**config.mk**
```make
export PLATFORM = sky130hd
export DESIGN_NAME = win_blit_engine
export DESIGN_NICKNAME = d
export VERILOG_FILES = /design/src/rtl/wbe_pkg.sv /design/src/rtl/wbe_setup_calc.sv /design/src/rtl/wbe_dirty_box.sv /design/src/rtl/win_blit_engine.sv
export SDC_FILE = /design/constraint.sdc
export NUM_CORES = 1
export LEC_CHECK = 0
export ABC_AREA = 1
export BUFFER_PORTS_ARGS = -buffer_cell sky130_fd_sc_hd__buf_2
export CAP_MARGIN = 10
export CORE_UTILIZATION = 55
export CTS_CLUSTER_SIZE = 30
export DETAILED_ROUTE_END_ITERATION = 10
export PLACE_DENSITY = 0.78
export SLEW_MARGIN = 10
export SYNTH_ARGS = -nofsm -noshare
export SYNTH_HDL_FRONTEND = slang
export SYNTH_HIERARCHICAL = 1
export SYNTH_SLANG_ARGS = --single-unit
```
**constraint.sdc**
```tcl
create_clock -name clk -period 4.4 [get_ports clk]
set_input_delay 0.44 -clock clk [delete_from_list [all_inputs] [get_ports clk]]
set_output_delay 0.44 -clock clk [all_outputs]
set_load 0.05 [all_outputs]
```
**src/rtl/wbe_pkg.sv**
```systemverilog
package wbe_pkg;

    localparam int FMT_W = 4;
    localparam int BPP_W = 3;

    localparam logic [FMT_W-1:0] FMT_RGB16      = 4'h0;
    localparam logic [FMT_W-1:0] FMT_RGB18_PACK = 4'h1;
    localparam logic [FMT_W-1:0] FMT_RGB24_PACK = 4'h2;
    localparam logic [FMT_W-1:0] FMT_RGB18_WORD = 4'h4;
    localparam logic [FMT_W-1:0] FMT_RGB24_WORD = 4'h5;

    // Bytes per pixel for a format code; zero marks an unusable code.
    function automatic logic [BPP_W-1:0] bpp_of(input logic [FMT_W-1:0] code);
        logic [BPP_W-1:0] r;
        unique case (code)
            FMT_RGB16:                      r = 3'd2;
            FMT_RGB18_PACK, FMT_RGB24_PACK: r = 3'd3;
            FMT_RGB18_WORD, FMT_RGB24_WORD: r = 3'd4;
            default:                        r = 3'd0;
        endcase
        return r;
    endfunction

endpackage

```
**src/rtl/wbe_setup_calc.sv**
```systemverilog
module wbe_setup_calc
    import wbe_pkg::*;
#(
    parameter int COORD_W  = 10,
    parameter int SRC_W    = 3,
    parameter int SRC_LAST = 3,
    localparam int EXT_W   = COORD_W + 1,
    localparam int LEN_W   = 2 * EXT_W + BPP_W
) (
    input  logic [COORD_W-1:0] x0,
    input  logic [COORD_W-1:0] y0,
    input  logic [COORD_W-1:0] x1,
    input  logic [COORD_W-1:0] y1,
    input  logic [FMT_W-1:0]   fmt,
    input  logic [SRC_W-1:0]   src,
    output logic               ok,
    output logic [EXT_W-1:0]   w,
    output logic [EXT_W-1:0]   h,
    output logic [LEN_W-1:0]   len
);
    logic [BPP_W-1:0] bpp;

    always_comb begin
        bpp = bpp_of(fmt);
        w   = {1'b0, x1} - {1'b0, x0} + EXT_W'(1);
        h   = {1'b0, y1} - {1'b0, y0} + EXT_W'(1);
        len = LEN_W'(bpp) * LEN_W'(w) * LEN_W'(h);
        ok  = (32'(src) <= SRC_LAST) && (bpp != '0) && (x1 >= x0) && (y1 >= y0);
    end
endmodule

```
**src/rtl/wbe_dirty_box.sv**
```systemverilog
module wbe_dirty_box #(
    parameter int EXT_W = 11
) (
    input  logic             clk,
    input  logic             rst_n,
    input  logic             clear,
    input  logic             merge,
    input  logic [EXT_W-1:0] lo_x,
    input  logic [EXT_W-1:0] lo_y,
    input  logic [EXT_W-1:0] hi_x,
    input  logic [EXT_W-1:0] hi_y,
    output logic [EXT_W-1:0] min_x,
    output logic [EXT_W-1:0] min_y,
    output logic [EXT_W-1:0] max_x,
    output logic [EXT_W-1:0] max_y
);
    typedef struct packed {
        logic [EXT_W-1:0] min_x;
        logic [EXT_W-1:0] min_y;
        logic [EXT_W-1:0] max_x;
        logic [EXT_W-1:0] max_y;
    } box_t;

    localparam box_t EMPTY = '{min_x: '1, min_y: '1, max_x: '0, max_y: '0};

    box_t box_d, box_q;

    always_comb begin
        box_d = box_q;
        // Clear first, so a same-cycle merge leaves exactly the new window.
        if (clear) box_d = EMPTY;
        if (merge) begin
            if (lo_x < box_d.min_x) box_d.min_x = lo_x;
            if (lo_y < box_d.min_y) box_d.min_y = lo_y;
            if (hi_x > box_d.max_x) box_d.max_x = hi_x;
            if (hi_y > box_d.max_y) box_d.max_y = hi_y;
        end
    end

    always_ff @(posedge clk or negedge rst_n) begin
        if (!rst_n) box_q <= EMPTY;
        else        box_q <= box_d;
    end

    assign min_x = box_q.min_x;
    assign min_y = box_q.min_y;
    assign max_x = box_q.max_x;
    assign max_y = box_q.max_y;
endmodule

```
**src/rtl/win_blit_engine.sv**
```systemverilog
module win_blit_engine
    import wbe_pkg::*;
#(
    parameter int COORD_W  = 10,
    parameter int DATA_W   = 8,
    parameter int SRC_W    = 3,
    parameter int SRC_LAST = 3,
    localparam int EXT_W   = COORD_W + 1,
    localparam int LEN_W   = 2 * EXT_W + BPP_W
) (
    input  logic               clk,
    input  logic               rst_n,
    input  logic               start,
    input  logic [SRC_W-1:0]   src_sel,
    input  logic [FMT_W-1:0]   fmt_code,
    input  logic [1:0]         fx_sel,
    input  logic [COORD_W-1:0] x_first,
    input  logic [COORD_W-1:0] y_first,
    input  logic [COORD_W-1:0] x_last,
    input  logic [COORD_W-1:0] y_last,
    input  logic               data_we,
    input  logic [DATA_W-1:0]  data_in,
    input  logic               refresh_ack,
    output logic               busy,
    output logic [LEN_W-1:0]   bytes_left,
    output logic [COORD_W-1:0] win_x,
    output logic [COORD_W-1:0] win_y,
    output logic [EXT_W-1:0]   win_w,
    output logic [EXT_W-1:0]   win_h,
    output logic [1:0]         win_rot,
    output logic               commit,
    output logic               px_we,
    output logic [DATA_W-1:0]  px_byte,
    output logic [LEN_W-1:0]   px_idx,
    output logic [EXT_W-1:0]   dirty_min_x,
    output logic [EXT_W-1:0]   dirty_min_y,
    output logic [EXT_W-1:0]   dirty_max_x,
    output logic [EXT_W-1:0]   dirty_max_y
);
    typedef struct packed {
        logic [LEN_W-1:0]   left;
        logic [LEN_W-1:0]   idx;
        logic [COORD_W-1:0] wx;
        logic [COORD_W-1:0] wy;
        logic [EXT_W-1:0]   ww;
        logic [EXT_W-1:0]   wh;
        logic [1:0]         rot;
        logic               commit;
        logic               px_we;
        logic [DATA_W-1:0]  px_byte;
        logic [LEN_W-1:0]   px_idx;
    } xfer_t;

    xfer_t st_d, st_q;

    logic             cfg_ok;
    logic [EXT_W-1:0] cfg_w, cfg_h;
    logic [LEN_W-1:0] cfg_len;

    logic             load, consume, merge;
    logic [LEN_W-1:0] left_now, idx_now;
    logic [EXT_W-1:0] m_lo_x, m_lo_y, m_hi_x, m_hi_y;

    wbe_setup_calc #(
        .COORD_W (COORD_W),
        .SRC_W   (SRC_W),
        .SRC_LAST(SRC_LAST)
    ) calc_i (
        .x0 (x_first),
        .y0 (y_first),
        .x1 (x_last),
        .y1 (y_last),
        .fmt(fmt_code),
        .src(src_sel),
        .ok (cfg_ok),
        .w  (cfg_w),
        .h  (cfg_h),
        .len(cfg_len)
    );

    always_comb begin
        st_d         = st_q;
        st_d.commit  = 1'b0;
        st_d.px_we   = 1'b0;
        load         = 1'b0;
        consume      = 1'b0;
        merge        = 1'b0;

        // Start wins over a byte write in the same cycle; that byte is lost.
        if (start) begin
            load = cfg_ok;
        end else if (data_we) begin
            if (st_q.left != '0) begin
                consume = 1'b1;
            end else if (cfg_ok) begin
                load    = 1'b1;
                consume = 1'b1;
            end
        end

        left_now = load ? cfg_len : st_q.left;
        idx_now  = load ? '0      : st_q.idx;

        if (load) begin
            st_d.wx  = x_first;
            st_d.wy  = y_first;
            st_d.ww  = cfg_w;
            st_d.wh  = cfg_h;
            st_d.rot = fx_sel;
        end
        st_d.left = left_now;
        st_d.idx  = idx_now;

        if (consume) begin
            st_d.px_we   = 1'b1;
            st_d.px_byte = data_in;
            st_d.px_idx  = idx_now;
            st_d.idx     = idx_now + LEN_W'(1);
            st_d.left    = left_now - LEN_W'(1);
            if (left_now == LEN_W'(1)) begin
                st_d.commit = 1'b1;
                merge       = 1'b1;
            end
        end

        m_lo_x = {1'b0, st_d.wx};
        m_lo_y = {1'b0, st_d.wy};
        m_hi_x = m_lo_x + st_d.ww;
        m_hi_y = m_lo_y + st_d.wh;
    end

    always_ff @(posedge clk or negedge rst_n) begin
        if (!rst_n) st_q <= '0;
        else        st_q <= st_d;
    end

    wbe_dirty_box #(.EXT_W(EXT_W)) box_i (
        .clk  (clk),
        .rst_n(rst_n),
        .clear(refresh_ack),
        .merge(merge),
        .lo_x (m_lo_x),
        .lo_y (m_lo_y),
        .hi_x (m_hi_x),
        .hi_y (m_hi_y),
        .min_x(dirty_min_x),
        .min_y(dirty_min_y),
        .max_x(dirty_max_x),
        .max_y(dirty_max_y)
    );

    assign busy       = (st_q.left != '0);
    assign bytes_left = st_q.left;
    assign win_x      = st_q.wx;
    assign win_y      = st_q.wy;
    assign win_w      = st_q.ww;
    assign win_h      = st_q.wh;
    assign win_rot    = st_q.rot;
    assign commit     = st_q.commit;
    assign px_we      = st_q.px_we;
    assign px_byte    = st_q.px_byte;
    assign px_idx     = st_q.px_idx;
endmodule

```
[Word level (Yosys, flattened, before mapping)]
Cells that the tools add are included.
Cells by class
  reduce and logical (&&, ||, !) cells: 8
  $mul: 2
  add/sub/neg operators: 8
  eq/ne operators: 5
  magnitude comparators: 7
  mux-type cells: 21
Operators with widths (count)
  $mux 44: 3
  $mux 25: 2
  $mux 50: 1
  $mux 11: 4
  $mux 35: 1
  $add 25x1->25 const B: 1
  $eq 25x1->1 const B: 1
  $mul 14x11->25: 1
  $reduce_bool 25->1: 1
  $sub 25x1->25 const B: 1
  $add 10x11->11: 2
  $add 11x1->11 const B: 2
  $gt 11x11->1: 2
  $lt 10x11->1: 2
  $sub 10x10->11: 2
  $ge 10x10->1: 2
  $mul 3x11->14: 1
  $mux 1: 9
  $pmux 3 s3: 1
  $eq 4x3->1 const B: 2
  $eq 4x1->1 const B: 1
  $eq 4x2->1 const B: 1
  $logic_not 4->1: 1
  $reduce_or 2->1: 2
  other kinds (3): 5
Word-level totals
  bits in registers: 173
  output and inout port bits: 149
  bits of input ports: 62
  word-level logic and storage cells: 66

[Logic depth before layout (Yosys ltp)]
Gate-level depths: netlist (run 1).
  depth in word-level cells: 16
  depth in mapped cells: 57
  mapped depth without buffers: 55

[Cells and area by module]
Netlist (run 1), hierarchy kept.
Modules (own cells, without submodules)
  win_blit_engine: seq. area each 3228.1 um^2, instances 1, cells an instance 1114, area an instance 8182.8 um^2
  wbe_setup_calc: seq. area each 0.0 um^2, instances 1, cells an instance 1196, area an instance 8085.3 um^2
  wbe_dirty_box: seq. area each 1128.6 um^2, instances 1, cells an instance 447, area an instance 3208.1 um^2

[Least setup slack after synthesis (run 1)]
Ideal clock, no wire load.
  kind: input-to-reg
  start point: input port x_first[1]
  end point: register box_i.box_q (netlist bit box_i/min_x[1])
  setup time: 0.077 ns
  data required time: 4.323 ns
  data arrival time: 8.797 ns
  slack: -4.474 ns
  buffers on the path: 2
  stages: 48
  path through: inv_1 -> ha_1 -> inv_1 -> ha_1 -> inv_1 -> fa_1 -> nand3b_1 -> nand2_1 -> a21oi_1 -> xor2_1 -> nand2_1 -> fa_1 -> inv_1 -> ha_1 -> a21oi_1 -> nand2_1 -> a21oi_2 -> xnor2_1 -> [... 12 more ...] -> a21oi_1 -> inv_1 -> a21oi_1 -> nand2_1 -> nand2_1 -> nand2_1 -> o21ai_1 -> nand2_1 -> nor2_2 -> nand2_1 -> nor3_1 -> buf_4 -> nand3b_1 -> nor2_1 -> nand3_1 -> buf_2 -> nand2_1 -> nand2_1
RTL lines
  start: declaration: RTL line win_blit_engine.sv:17  | input logic [COORD_W-1:0] x_first,
  end signal: assignment: RTL line wbe_dirty_box.sv:42  | else box_q <= box_d;
  end: declaration: RTL line wbe_dirty_box.sv:26  | box_t box_d, box_q;

==> results.py, run 1 <==
metrics = {
    "status": {
        "status": "finished with violations",
        "violations": "setup timing",
    },
    "worst_setup_path": {
        "cp.arrival_ns": 9.32,
        "crit_path_start_kind": "input pin",
        "reg2reg_depth": 31,
        "max_stage_delay_ns": 0.56,
        "cpMaxStageDelayCell": "fa_1",
        "required_ns": 4.81,
        "critPathCaptureType": "register",
        "path_common_cell": "fa_1",
        "cp_max_fo": 7,
        "critPathKind": "input pin to register",
    },
    "sta": {
        "final.setup.worst_slack_ns": -4.51,
        "fin_skew_ns": 0.0161,
        "max_freq_ghz": 0.112,
        "rsz0062_at_grt": "true",
        "finalHoldViolCount": 0,
        "relSlewSlack_pct": 55.7,
        "setup_viol": 67,
        "finalMaxSlewViolations": 0,
        "fin_crit_ns": 8.91,
        "worstMarginPinSlew_ns": 0.665,
        "period_share_pct": 203,
    },
    "placed_design": {
        "portBuffers": 208,
        "gp_congestion": 1.04,
        "dp_hpwl_mm": 48.9,
        "placedCellCount": 3695,
    },
    "finish": {
        "final_nets": 3732,
        "multiInputGateArea_um2": 14200,
        "seqCellArea_um2": 4360,
        "syn_to_final_growth_pct": 38.1,
        "postLayoutCoreUtil_pct": 77.5,
        "fillers": 2356,
        "instances_no_fill": 3833,
        "drive_gt1_share_pct": 36.6,
    },
    "synthesis": {
        "post_synth_num_cell_types": 41,
        "seq_area_frac_synth_pct": 22.4,
        "synth-simple-area-share_pct": 29.8,
        "synth_edf_count": 0,
        "synthMuxAreaShare_pct": 0,
        "synth_warnings": 6,
        "synthCells": 2757,
        "synth_top_family_by_area": "simple AND/OR/NAND/NOR gates",
        "ys_seq_elements": 173,
        "synth_compound_area_share_pct": 4.19,
        "ys.flop_type": "dfrtp_1",
        "syn_area_um2": 19500,
        "synth_xor_area_share_pct": 3.56,
        "synth_area_per_cell_um2": 7.06,
        "async_flop_share_pct": 100,
        "synthAdderAreaFrac_pct": 25.0,
    },
    "floorplan": {
        "ios": 211,
        "row_count": 68,
        "fp.dieW_um": 190,
        "die-area_um2": 36200,
        "core-area_um2": 34700,
        "die_h_um": 190,
        "initial_core_util_pct": 56.1,
    },
    "job": {
        "cap_viol_max_count": 0,
    },
    "drt": {
        "via_per_inst": 5.39,
        "drc_errors": 0,
        "routed_wl_mm": 66.1,
        "first_pass_iters": 6,
        "drtAntennaViolNets": 0,
        "wl_per_cell_um": 17.3,
        "via_count": 20700,
        "drt-initial-drc-count": 1622,
    },
    "global_route": {
        "grt_use_total_pct": 35.4,
        "grt_pass1_wl_mm": 100,
        "grt_max_degree": 119,
        "grt_pass1_vias": 20500,
        "grt_remaining_overflow": 0,
        "grt_antenna_before_repair": 10,
    },
    "clock_network": {
        "cts.sinks": 173,
        "cts_tree": "yes",
        "htree_levels": 4,
        "cts_max_path_buffers": 2,
        "path_clk_slew_ns": 0.08,
        "cts_root_buffer": "clkbuf_16",
        "cts_buffers": 17,
        "insertion_delay_ns": 0.48,
    },
    "hold_path": {
        "whs_path_depth": 3,
        "hp-class": "input pin to register",
    },
    "power_and_ir_drop": {
        "max-vdd-ir-drop_uv": 840,
        "power_mw": 18.3,
        "p_leak_nw": 14.9,
        "power.density_nw_per_um2": 681,
    },
}
[cell families after synthesis]
family / count (synthesis)
fa+ha+maj: 312
compound gates: 146
other cells: 1
flops: 173
simple gates: 1400
xor+xnor: 74
buf+inv: 651
[repair_timing]
action,in CTS,in global routing
pin swaps,133,190
endpoints found under the hold margin,27,0
endpoints found under the setup margin,67,77
gates cloned,6,0
resized for setup,180,218
hold buffers,1,0
buffers inserted,48,48
[state kept, by name, indices dropped and copies added, names as in the netlist]
register,count
bytes_left,25
px_idx,25
st_q,25
box_i/max_x,11
box_i/max_y,11
box_i/min_x,11
box_i/min_y,11
win_h,11
win_w,11
win_x,10
win_y,10
px_byte,8
win_rot,2
commit,1
px_we,1
[final timing paths]
path                                 from              to  slack (ns)
max reg2reg                bytes_left[24]  box_i/max_y[4]       -0.85
min in group asynchronous           rst_n   bytes_left[7]        0.53
max                             x_last[1]  box_i/min_x[7]       -4.51
min reg2reg                    px_byte[4]      px_byte[4]        0.48
max in group asynchronous           rst_n       st_q[101]        2.73
min                             fx_sel[0]      win_rot[0]        0.15
[cell type report]
class	instances	share of cell area (%)
multi-input combinational	1940	52.9
inverter	487	6.90
sequential	173	16.2
antenna	7	0.0651
clock buffer	22	1.73
timing repair buffer	739	19.8
clock inverter	10	0.335
tap	455	2.12
[through the flow]
stage	setup TNS [ns]	worst slack [ns]	hold slack [ns]	instance area, um2
5_1_grt	-284.52	-4.76	0.175	26900
2_1_floorplan	-227.49	-3.86	0.144	20200
3_5_place_dp	-297.42	-4.93	0.459	24000
4_1_cts	-244.99	-4.11	0.149	25700
3_3_place_gp	-281.14	-4.64	0.450	24000
6_report	-267.00	-4.51	0.152	26900
[critical path: cells and delay by family]
kind	cells	cell delay, ns
buffers and inverters	11	1.06
xor gates and xnor gates	1	0.28
adders and majority gates	11	4.36
AOI/OAI and AO/OA	3	0.36
and+or+nand+nor	22	2.79
[routing by layer]
metal  GRT usage (%)  share of wire (%)  vias up
met3            7.88                8.3      311
met2            61.2                 48     1000
met4            21.5                6.9        8
met1            39.6                 36     9796
li1                -                  -     9560
met5               0              0.077        -
[placed cells by master, fill, tap and decap left out, drive strengths merged, types with 22 or more instances in the layout]
master,netlist,final
nand4,67,67
clkbuf,23,23
ha,183,183
nor2,286,286
xor2,54,54
dfstp,22,22
a21oi,75,75
dfrtp,151,151
fa,129,129
inv,486,487
buf,141,737
nand3,129,133
nand2,875,875
o21ai,57,57
[cell usage after synthesis, drive strengths merged, types with 8 or more instances]
cell type,number,share of area (%)
nand3,129,3.4
xor2,54,2.7
dfstp,22,3.0
o21ai,57,1.5
ha,183,12
nor3,21,0.54
xnor2,20,0.90
nor2,286,5.8
inv,486,9.4
nand3b,20,0.77
o21bai,8,0.33
dfrtp,151,19
a21oi,75,2.1
nand2,875,17
nand4,67,2.2
buf,141,5.2
clkbuf,23,0.44
fa,129,13
[power by group]
part | internal, mW | switching (mW) | total [mW]
Combinational | 6.25 | 8.49 | 14.7
Sequential | 1.90 | 0.196 | 2.10
Clock | 0.806 | 0.684 | 1.49
No activity file was read; power rests on OpenSTA's default activity.
==> inputs of run 2 (changes only) <==
--- a/config.mk
+++ b/config.mk
@@ -8,10 +8,12 @@
 export ABC_AREA = 1
 export BUFFER_PORTS_ARGS = -buffer_cell sky130_fd_sc_hd__buf_2
 export CAP_MARGIN = 10
+export CORE_MARGIN = 3
 export CORE_UTILIZATION = 55
 export CTS_CLUSTER_SIZE = 30
 export DETAILED_ROUTE_END_ITERATION = 10
 export PLACE_DENSITY = 0.78
+export REMOVE_ABC_BUFFERS = 1
 export SLEW_MARGIN = 10
 export SYNTH_ARGS = -nofsm -noshare
 export SYNTH_HDL_FRONTEND = slang
==> run 2 against run 1 <==
Compared with the run above:
- critical endpoint is now box_i/min_y[5]
- die area increased by 4.3%
- the run still ends with setup timing left
- power down 1.8%
- design area shrank 0.24%
- non-clock buffer count fell by 19
- routed wire length is 5.7% higher
- clock power rose by 4%
- combinational power fell by 3%
- cell count down 0.73%
- via count is 2.9% higher
- largest cell class unchanged
==> results.py, run 2 (synthesis results as in run 1) <==
metrics = {
    "finish": {
        "drive_gt1_share_pct": 36.9,
        "diodes": 0,
        "final_cell_mix": "710 x nand2_1, 459 x buf_4, 409 x inv_1",
        "layout_commonest_cell": "nand2_1",
        "final_nets": 3711,
        "syn_to_final_growth_pct": 37.8,
    },
    "placed_design": {
        "gp_congestion": 0.989,
        "dp_hpwl_mm": 46.4,
        "portBuffers": 208,
    },
    "global_route": {
        "grt_pass1_wl_mm": 104,
        "grt_util_met3_pct": 7.54,
        "grt_use_met2_pct": 58.4,
        "grt_use_total_pct": 33.6,
        "gr-usage-met1_pct": 40.3,
        "grt_remaining_overflow": 0,
        "grt_pass1_vias": 21200,
        "grt_max_degree": 89,
        "grt_busiest_layer": "met2",
        "grt_antenna_before_repair": 8,
    },
    "clock_network": {
        "insertion_delay_ns": 0.45,
        "htree_levels": 4,
        "cts_tree": "yes",
        "cts_root_buffer": "clkbuf_16",
        "path_clk_slew_ns": 0.08,
        "cts_buffers": 17,
        "cts.sinks": 173,
        "cts_max_path_buffers": 2,
    },
    "floorplan": {
        "fp.dieW_um": 194,
        "core-area_um2": 34700,
        "die_h_um": 194,
        "initial_core_util_pct": 56.1,
        "row_count": 68,
        "ios": 211,
        "die-area_um2": 37700,
    },
    "worst_setup_path": {
        "cp.arrival_ns": 9.36,
        "cp_max_fo": 6,
        "max_stage_delay_ns": 0.59,
        "cpMaxStageDelayCell": "fa_1",
        "crit_path_start_kind": "input pin",
        "critPathKind": "input pin to register",
        "required_ns": 4.79,
        "path_common_cell": "nand2_2",
        "critPathCaptureType": "register",
    },
    "drt": {
        "drc_errors": 0,
        "drt-initial-drc-count": 1935,
        "wl_per_cell_um": 18.4,
        "via_count": 21300,
        "drtAntennaViolNets": 0,
        "routed_wl_mm": 69.9,
        "via_per_inst": 5.59,
        "first_pass_iters": 8,
    },
    "status": {
        "status": "finished with violations",
        "violations": "setup timing",
    },
    "power_and_ir_drop": {
        "power_mw": 18.0,
        "p_leak_nw": 14.8,
        "max-vdd-ir-drop_uv": 779,
        "power.density_nw_per_um2": 671,
    },
    "sta": {
        "rsz0062_at_grt": "true",
        "setup_viol": 67,
        "final.setup.worst_slack_ns": -4.57,
        "fin_skew_ns": 0.0115,
        "finalHoldWorstSlack_ns": 0.0871,
        "worstMarginPinSlew_ns": 0.928,
        "relSlewSlack_pct": 38.1,
        "max_freq_ghz": 0.111,
        "finalMaxSlewViolations": 0,
        "finalHoldViolCount": 0,
        "fin_crit_ns": 8.97,
        "period_share_pct": 204,
    },
    "hold_path": {
        "hp-class": "input pin to asynchronous set/reset pin",
    },
    "job": {
        "cap_viol_max_count": 0,
    },
}
-- run 2: changes by cell type in the layout (fill, tap and decap cells not counted), sizes merged --
cell,delta
clkinv,-2
clkbuf,-4
nand3,-2
clkinvlp,-3
buf,-17
diode,-7
dlygate4sd3,-1
inv,+8
-- run 2: final timing paths --
| check | startpoint | to | slack [ns] | cells past startpoint |
|---|---|---|---|---|
| setup / recovery | x_first[2] | box_i/min_y[5] | -4.57 | 52 |
| hold reg to reg | px_byte[3] | px_byte[3] | 0.47 | 2 |
| min in group clk | fx_sel[1] | win_rot[1] | 0.18 | 3 |
| max in group asynchronous | rst_n | win_y[3] | 3.22 | 2 |
| hold / removal | rst_n | bytes_left[22] | 0.09 | 1 |
| setup reg to reg | bytes_left[6] | box_i/max_y[10] | -0.50 | 28 |
-- run 2: timing repair --
item,in CTS,in global routing
hold buffers,0,0
resized for setup,401,182
gates cloned,3,3
buffers inserted,73,27
pin swaps,236,100
endpoints found under the setup margin,67,67
-- run 2: cell type report --
type	count	area (um2)
inverters	487	1850
clock buffers	19	443
repair buffers	720	5160
clock inverters	13	143
fillers	2251	7880
multi-input cells	1938	14300
well taps	455	569
flip-flops and latches	173	4360
-- run 2: critical path, delay by kind of cell --
kind | cells | cell delay, ns
and+or+nand+nor | 26 | 2.56
adders and majority gates | 10 | 4.33
buffers and inverters | 13 | 1.35
xor gates and xnor gates | 1 | 0.27
AOI/OAI and AO/OA | 2 | 0.39
-- run 2: where the power goes --
group / switching [mW] / internal (mW) / total [mW]
clock network: 0.732 / 0.820 / 1.55
registers: 0.230 / 1.90 / 2.13
logic: 8.22 / 6.10 / 14.3
-- run 2: stage by stage --
stage | setup slack, ns | TNS, ns | util (%) | std cells | cell area [um2]
floorplan | -6.28 | -389.42 | - | 2596 | 18400
global placement | -5.09 | -308.79 | 66.8 | 3678 | 23200
detailed placement | -5.30 | -319.87 | 66.8 | 3678 | 23200
CTS | -3.90 | -235.25 | 74.6 | 3778 | 25900
global route | -4.89 | -293.93 | 77.3 | 3805 | 26800
finish | -4.57 | -275.83 | 77.3 | 3805 | 26800
-- run 2: routing by layer --
metal	routed length (um)	up-vias
li1	-	9490
met1	25700	10200
met2	33600	1205
met3	6130	418
met4	4420	16
met5	103	-
